### src/rtl/wol_pkg.sv
package wol_pkg;
    typedef struct packed {
        logic active;
        logic sw_prev;
        logic pin_prev;
        logic sw_arm;
        logic pin_arm;
    } seq_state_t;

    localparam seq_state_t SEQ_RESET = '{active: 1'b0, sw_prev: 1'b0, pin_prev: 1'b0,
                                        sw_arm: 1'b1, pin_arm: 1'b1};

    typedef struct packed {
        logic status;
    } rpt_state_t;
endpackage

### src/rtl/wol_holdoff.sv
module wol_holdoff #(
    parameter int HOLD_CYC = 25,
    localparam int CNT_W = (HOLD_CYC < 2) ? 1 : $clog2(HOLD_CYC + 1)
) (
    input  logic clk,
    input  logic rst_n,
    input  logic start,
    output logic done
);
    generate
        if (HOLD_CYC == 0) begin : g_none
            assign done = 1'b1;
        end else begin : g_count
            logic [CNT_W-1:0] cnt_d, cnt_q;

            always_comb begin
                cnt_d = cnt_q;
                if (start)
                    cnt_d = CNT_W'(HOLD_CYC);
                else if (cnt_q != '0)
                    cnt_d = cnt_q - 1'b1;
            end

            always_ff @(posedge clk or negedge rst_n) begin
                if (!rst_n) cnt_q <= '0;
                else        cnt_q <= cnt_d;
            end

            assign done = (cnt_q == '0);
        end
    endgenerate
endmodule

### src/rtl/wol_mode_seq.sv
module wol_mode_seq
    import wol_pkg::*;
(
    input  logic clk,
    input  logic rst_n,
    input  logic suspended,
    input  logic mode_sel,
    input  logic sw_enable,
    input  logic hw_sleep,
    input  logic hold_done,
    output logic active,
    output logic pin_exit
);
    seq_state_t st_d, st_q;
    logic sw_fall, pin_fall, leave, enter;

    always_comb begin
        sw_fall  = st_q.sw_prev & ~sw_enable;
        pin_fall = st_q.pin_prev & ~hw_sleep;
        leave    = st_q.active & (sw_fall | pin_fall);
        enter    = ~st_q.active & suspended & mode_sel &
                   ((sw_enable & st_q.sw_arm) | (hw_sleep & st_q.pin_arm & hold_done));

        st_d          = st_q;
        st_d.sw_prev  = sw_enable;
        st_d.pin_prev = hw_sleep;
        if (leave)      st_d.active = 1'b0;
        else if (enter) st_d.active = 1'b1;

        if (!sw_enable) st_d.sw_arm = 1'b1;
        else if (leave) st_d.sw_arm = 1'b0;

        if (!hw_sleep)  st_d.pin_arm = 1'b1;
        else if (leave) st_d.pin_arm = 1'b0;
    end

    always_ff @(posedge clk or negedge rst_n) begin
        if (!rst_n) st_q <= SEQ_RESET;
        else        st_q <= st_d;
    end

    assign active   = st_q.active;
    assign pin_exit = st_q.active & pin_fall;
endmodule

### src/rtl/wol_wake_report.sv
module wol_wake_report
    import wol_pkg::*;
(
    input  logic clk,
    input  logic rst_n,
    input  logic active,
    input  logic wake_detect,
    input  logic wake_clr,
    input  logic gbl_irq_en,
    input  logic wake_irq_en,
    input  logic ind_wake_sel,
    input  logic ind_pol_high,
    output logic status,
    output logic irq,
    output logic ind_pin
);
    rpt_state_t rs_d, rs_q;
    logic ind_on;

    always_comb begin
        rs_d = rs_q;
        if (wake_detect && active) rs_d.status = 1'b1;
        else if (wake_clr)         rs_d.status = 1'b0;
    end

    always_ff @(posedge clk or negedge rst_n) begin
        if (!rst_n) rs_q <= '0;
        else        rs_q <= rs_d;
    end

    assign status  = rs_q.status;
    assign irq     = rs_q.status & gbl_irq_en & wake_irq_en;
    assign ind_on  = rs_q.status & ind_wake_sel;
    assign ind_pin = ind_pol_high ? ind_on : ~ind_on;
endmodule

### src/rtl/wol_power_ctrl.sv
module wol_power_ctrl #(
    parameter int CLK_MHZ = 125,
    parameter int HOLD_NS = 200,
    localparam int HOLD_CYC = (HOLD_NS * CLK_MHZ + 999) / 1000
) (
    input  logic clk,
    input  logic rst_n,
    input  logic suspended,
    input  logic mode_sel,
    input  logic sw_enable,
    input  logic hw_sleep,
    input  logic wake_detect,
    input  logic wake_clr,
    input  logic gbl_irq_en,
    input  logic wake_irq_en,
    input  logic ind_wake_sel,
    input  logic ind_pol_high,
    output logic mode_active,
    output logic block_master,
    output logic block_tx,
    output logic flush_rx,
    output logic wake_status,
    output logic irq,
    output logic ind_pin
);
    logic hold_done, pin_exit, active;

    wol_holdoff #(.HOLD_CYC(HOLD_CYC)) u_hold (
        .clk(clk), .rst_n(rst_n), .start(pin_exit), .done(hold_done)
    );

    wol_mode_seq u_seq (
        .clk(clk), .rst_n(rst_n), .suspended(suspended), .mode_sel(mode_sel),
        .sw_enable(sw_enable), .hw_sleep(hw_sleep), .hold_done(hold_done),
        .active(active), .pin_exit(pin_exit)
    );

    wol_wake_report u_rpt (
        .clk(clk), .rst_n(rst_n), .active(active), .wake_detect(wake_detect),
        .wake_clr(wake_clr), .gbl_irq_en(gbl_irq_en), .wake_irq_en(wake_irq_en),
        .ind_wake_sel(ind_wake_sel), .ind_pol_high(ind_pol_high),
        .status(wake_status), .irq(irq), .ind_pin(ind_pin)
    );

    assign mode_active  = active;
    assign block_master = active;
    assign block_tx     = active;
    assign flush_rx     = active;
endmodule

### config.mk
export PLATFORM = sky130hd
export DESIGN_NAME = wol_power_ctrl
export DESIGN_NICKNAME = d
export VERILOG_FILES = /design/src/rtl/wol_pkg.sv /design/src/rtl/wol_holdoff.sv /design/src/rtl/wol_mode_seq.sv /design/src/rtl/wol_wake_report.sv /design/src/rtl/wol_power_ctrl.sv
export SDC_FILE = /design/constraint.sdc
export NUM_CORES = 1
export LEC_CHECK = 0
export BUFFER_PORTS_ARGS = -buffer_cell sky130_fd_sc_hd__buf_2
export CORE_UTILIZATION = 37
export DETAILED_ROUTE_END_ITERATION = 6
export GPL_ROUTABILITY_DRIVEN = 0
export PLACE_DENSITY_LB_ADDON = 0.25
export SYNTH_ARGS = -nofsm -noshare
export SYNTH_HDL_FRONTEND = slang
export SYNTH_SLANG_ARGS = --single-unit
### constraint.sdc
create_clock -name clk -period 1.6 [get_ports clk]
set_input_delay 0.08 -clock clk [delete_from_list [all_inputs] [get_ports clk]]
set_output_delay 0.08 -clock clk [all_outputs]
set_load 0.05 [all_outputs]
==> impl_metrics.csv <==
group,metric,value,unit
global_route,grt_max_degree,12,
setup_path,path_cells,"inv_1 > ha_1 > nor4b_4 > a32oi_1 > o31ai_2",
die,io_pins,19,
global_route,grt_overflow_total,0,
die,start_util,40.6,%
global_route,track_usage,13.3,%
cells_and_area,layout_common_cells,"buf_2, nand2_1, dfrtp_1",
clock_network,cts_tree,"built",
placed_design,io_buffers,18,
clock_network,clk_pin_slew_worst_paths,60,ps
setup_path,worstPathMaxFanout,6,
setup_path,startpoint_type,"flip-flop",
global_route,grt_pass1_wl,1400,um
synthesis,yosysWarnings,0,
setup_path,required,1770,ps
sta,clock_skew,3.49,ps
synthesis,synthCells,51,
route,drtIter0Drc,10,
route,first_pass_iters,4,
clock_network,post_cts_buffers,0,
die,die_area,0.00160,sq mm
setup_path,critical_path.max_stage_delay,370,ps
power_and_ir_drop,power_frac_seq,43.6,%
route,dr_total_vias,421,
setup_path,worstPathArrival,1630,ps
setup_path,end_kind,"flip-flop",
clock_network,clockBufferDepth,2,
clock_network,clk_latency,260,ps
setup_path,cp_slowest_cell,"dfrtp_1",
cells_and_area,fin_util,51.9,%
synthesis,synth-seq-cells,11,
sta,min_period,1460,ps
power_and_ir_drop,ir_drop,0.000651,V
route,wl_per_cell,10.2,um
synthesis,synth_cell_types,22,
power_and_ir_drop,clkPwrFrac,17.7,%
clock_network,cts-root-buf,"clkbuf_4",
synthesis,syn_nets,64,
sta,finalHoldViolations,0,
route,vias_per_cell,4.78,
route,drc,0,
sta,worstMarginPinSlew,366,ps
sta,fin_hold_ws,18.2,ps
cells_and_area,drive_gt1_share,35.6,%
die,core_area,0.00132,sq mm
hold_path,holdCritPathClass,"in2reg",
cells_and_area,final_common_cell,"buf_2",
die,die_y,40,um
synthesis,syn_area,534,sq um
die,rows,13,
cells_and_area,syn_to_final_growth,28.1,%
sta,drv_slew,0,
power_and_ir_drop,leakage,0.000355,uW
sta,relSlewSlack,75.5,%
synthesis,avgSynthCellArea,10.5,sq um
global_route,grt_antenna_before_repair,0,
clock_network,clock-sinks,11,
sta,setup_viol,0,
cells_and_area,final_nets,87,
power_and_ir_drop,p_per_area,1460,mW/mm^2
route,antenna_left,0,
power_and_ir_drop,power.internal,629,uW
synthesis,ys_seq_area_share,52.0,%
die,chipWidth,40,um
clock_network,cts_buffers,3,
global_route,grt_pass1_vias,362,
placed_design,dp_hpwl,686,um
route,wirelength,900,um
run_status,outcome,"finished, final reports clean",
cells_and_area,n_fill_cell,122,
cells_and_area,diodes,0,
power_and_ir_drop,switchingPower,372,uW
flow_run,maxCapViolCount,0,
clock_network,cts_max_level,1,
sta,finalCritPeriodShare,91.1,%
sta,clock.fmax,0.686,GHz
sta,finalSetupTns,0,ps
power_and_ir_drop,pwr-share-comb,38.7,%
power_and_ir_drop,swShare,37.2,%
setup_path,worstSetupPathType,"reg2reg",
sta,rsz0062_at_grt,"no",
## repair_timing
action | CTS | global route
hold endpoints to repair | 14 | 0
gates resized for setup | 0 | 0
hold buffers | 3 | 0
## area by class of cell
cell class                 instances  area (sq um)  share of cell area, %
sequential                        11           278                   40.6
tap                               15          18.8                   2.74
multi-input combinational         31           219                   32.0
clock buffer                       4          26.3                   3.84
timing repair buffer              21           120                   17.6
inverter                           6          22.5                   3.29
## cells in the mapped netlist
library cell | count | share of area, %
xnor2_1 | 1 | 1.6
o21a_1 | 1 | 1.4
o31ai_2 | 1 | 2.3
nand3b_1 | 2 | 2.8
nand2_1 | 11 | 7.7
a32oi_1 | 1 | 1.6
nor2b_1 | 1 | 1.2
nor4b_4 | 1 | 4.4
and3_1 | 1 | 1.2
buf_4 | 3 | 4.2
nor3b_1 | 1 | 1.4
ha_1 | 1 | 2.3
o21ai_0 | 2 | 1.9
o211a_1 | 1 | 1.9
o221ai_1 | 1 | 1.6
xor2_1 | 1 | 1.6
nand3_1 | 1 | 0.94
dfrtp_1 | 9 | 42
inv_1 | 6 | 4.2
nand2b_1 | 1 | 1.2
or3_1 | 2 | 2.3
dfstp_2 | 2 | 9.8
## power by group through the flow
stage	registers (uW)	logic (uW)	clock network (uW)
after global routing	447	436	196
after floorplan	452	301	0
after global placement	440	383	0
after CTS	436	393	186
after detailed placement	441	384	0
final	437	387	177
## per-layer routing
layer / track usage [%] / vias to the layer above / wire (um)
li1: - / 210 / -
met5: 0 / - / 0
met2: 22.2 / 16 / 430
met3: 6.67 / 0 / 61
met4: 0 / 0 / 0
met1: 16.2 / 195 / 407
## sequential cells by signal, indices dropped and copies added, names as in the netlist
| register | cells |
|---|---|
| u_seq.st_q | 4 |
| u_hold.g_count.cnt_q | 5 |
| u_rpt.status | 1 |
| u_seq.active | 1 |
## worst paths after layout
path	from	endpoint	slack, ps	depth (start not counted)
setup / recovery	u_hold.g_count.cnt_q[0]	u_seq.active	140	5
hold / removal	wake_clr	u_rpt.status	20	2
setup reg to reg	u_hold.g_count.cnt_q[0]	u_seq.active	140	5
hold reg to reg	u_seq.st_q[1]	u_seq.st_q[1]	460	2
max in group asynchronous	rst_n	u_seq.st_q[0]	1130	2
min in group asynchronous	rst_n	u_hold.g_count.cnt_q[2]	210	2
## per-stage QoR
step	setup WS, ps	total power (uW)	instances	area [sq um]
floorplan	222	753	51	542
global placement	198	822	81	628
detailed placement	153	826	81	628
CTS	137	1020	88	684
global route	19.5	1080	88	684
finish	142	1000	88	684
## critical path: cells and delay by family (launching register included)
kind | cells | cell delay (ps)
flops | 1 | 370
buf+inv | 1 | 90
simple gates | 1 | 350
fa+ha+maj | 1 | 210
compound gates | 2 | 360
## cell families (layout without fill, tap and decap cells)
group                    Yosys count  count (layout)  share of synthesized area, %
AO/OA/AOI/OAI                      7               7                          10.8
flip-flops                        11              11                          52.0
AND/OR/NAND/NOR                   21              21                          23.2
buffers and inverters              9              31                          8.43
adder cells (fa/ha/maj)            1               1                          2.34
XOR/XNOR                           2               2                          3.28
Power figures use the tool's default switching activity.
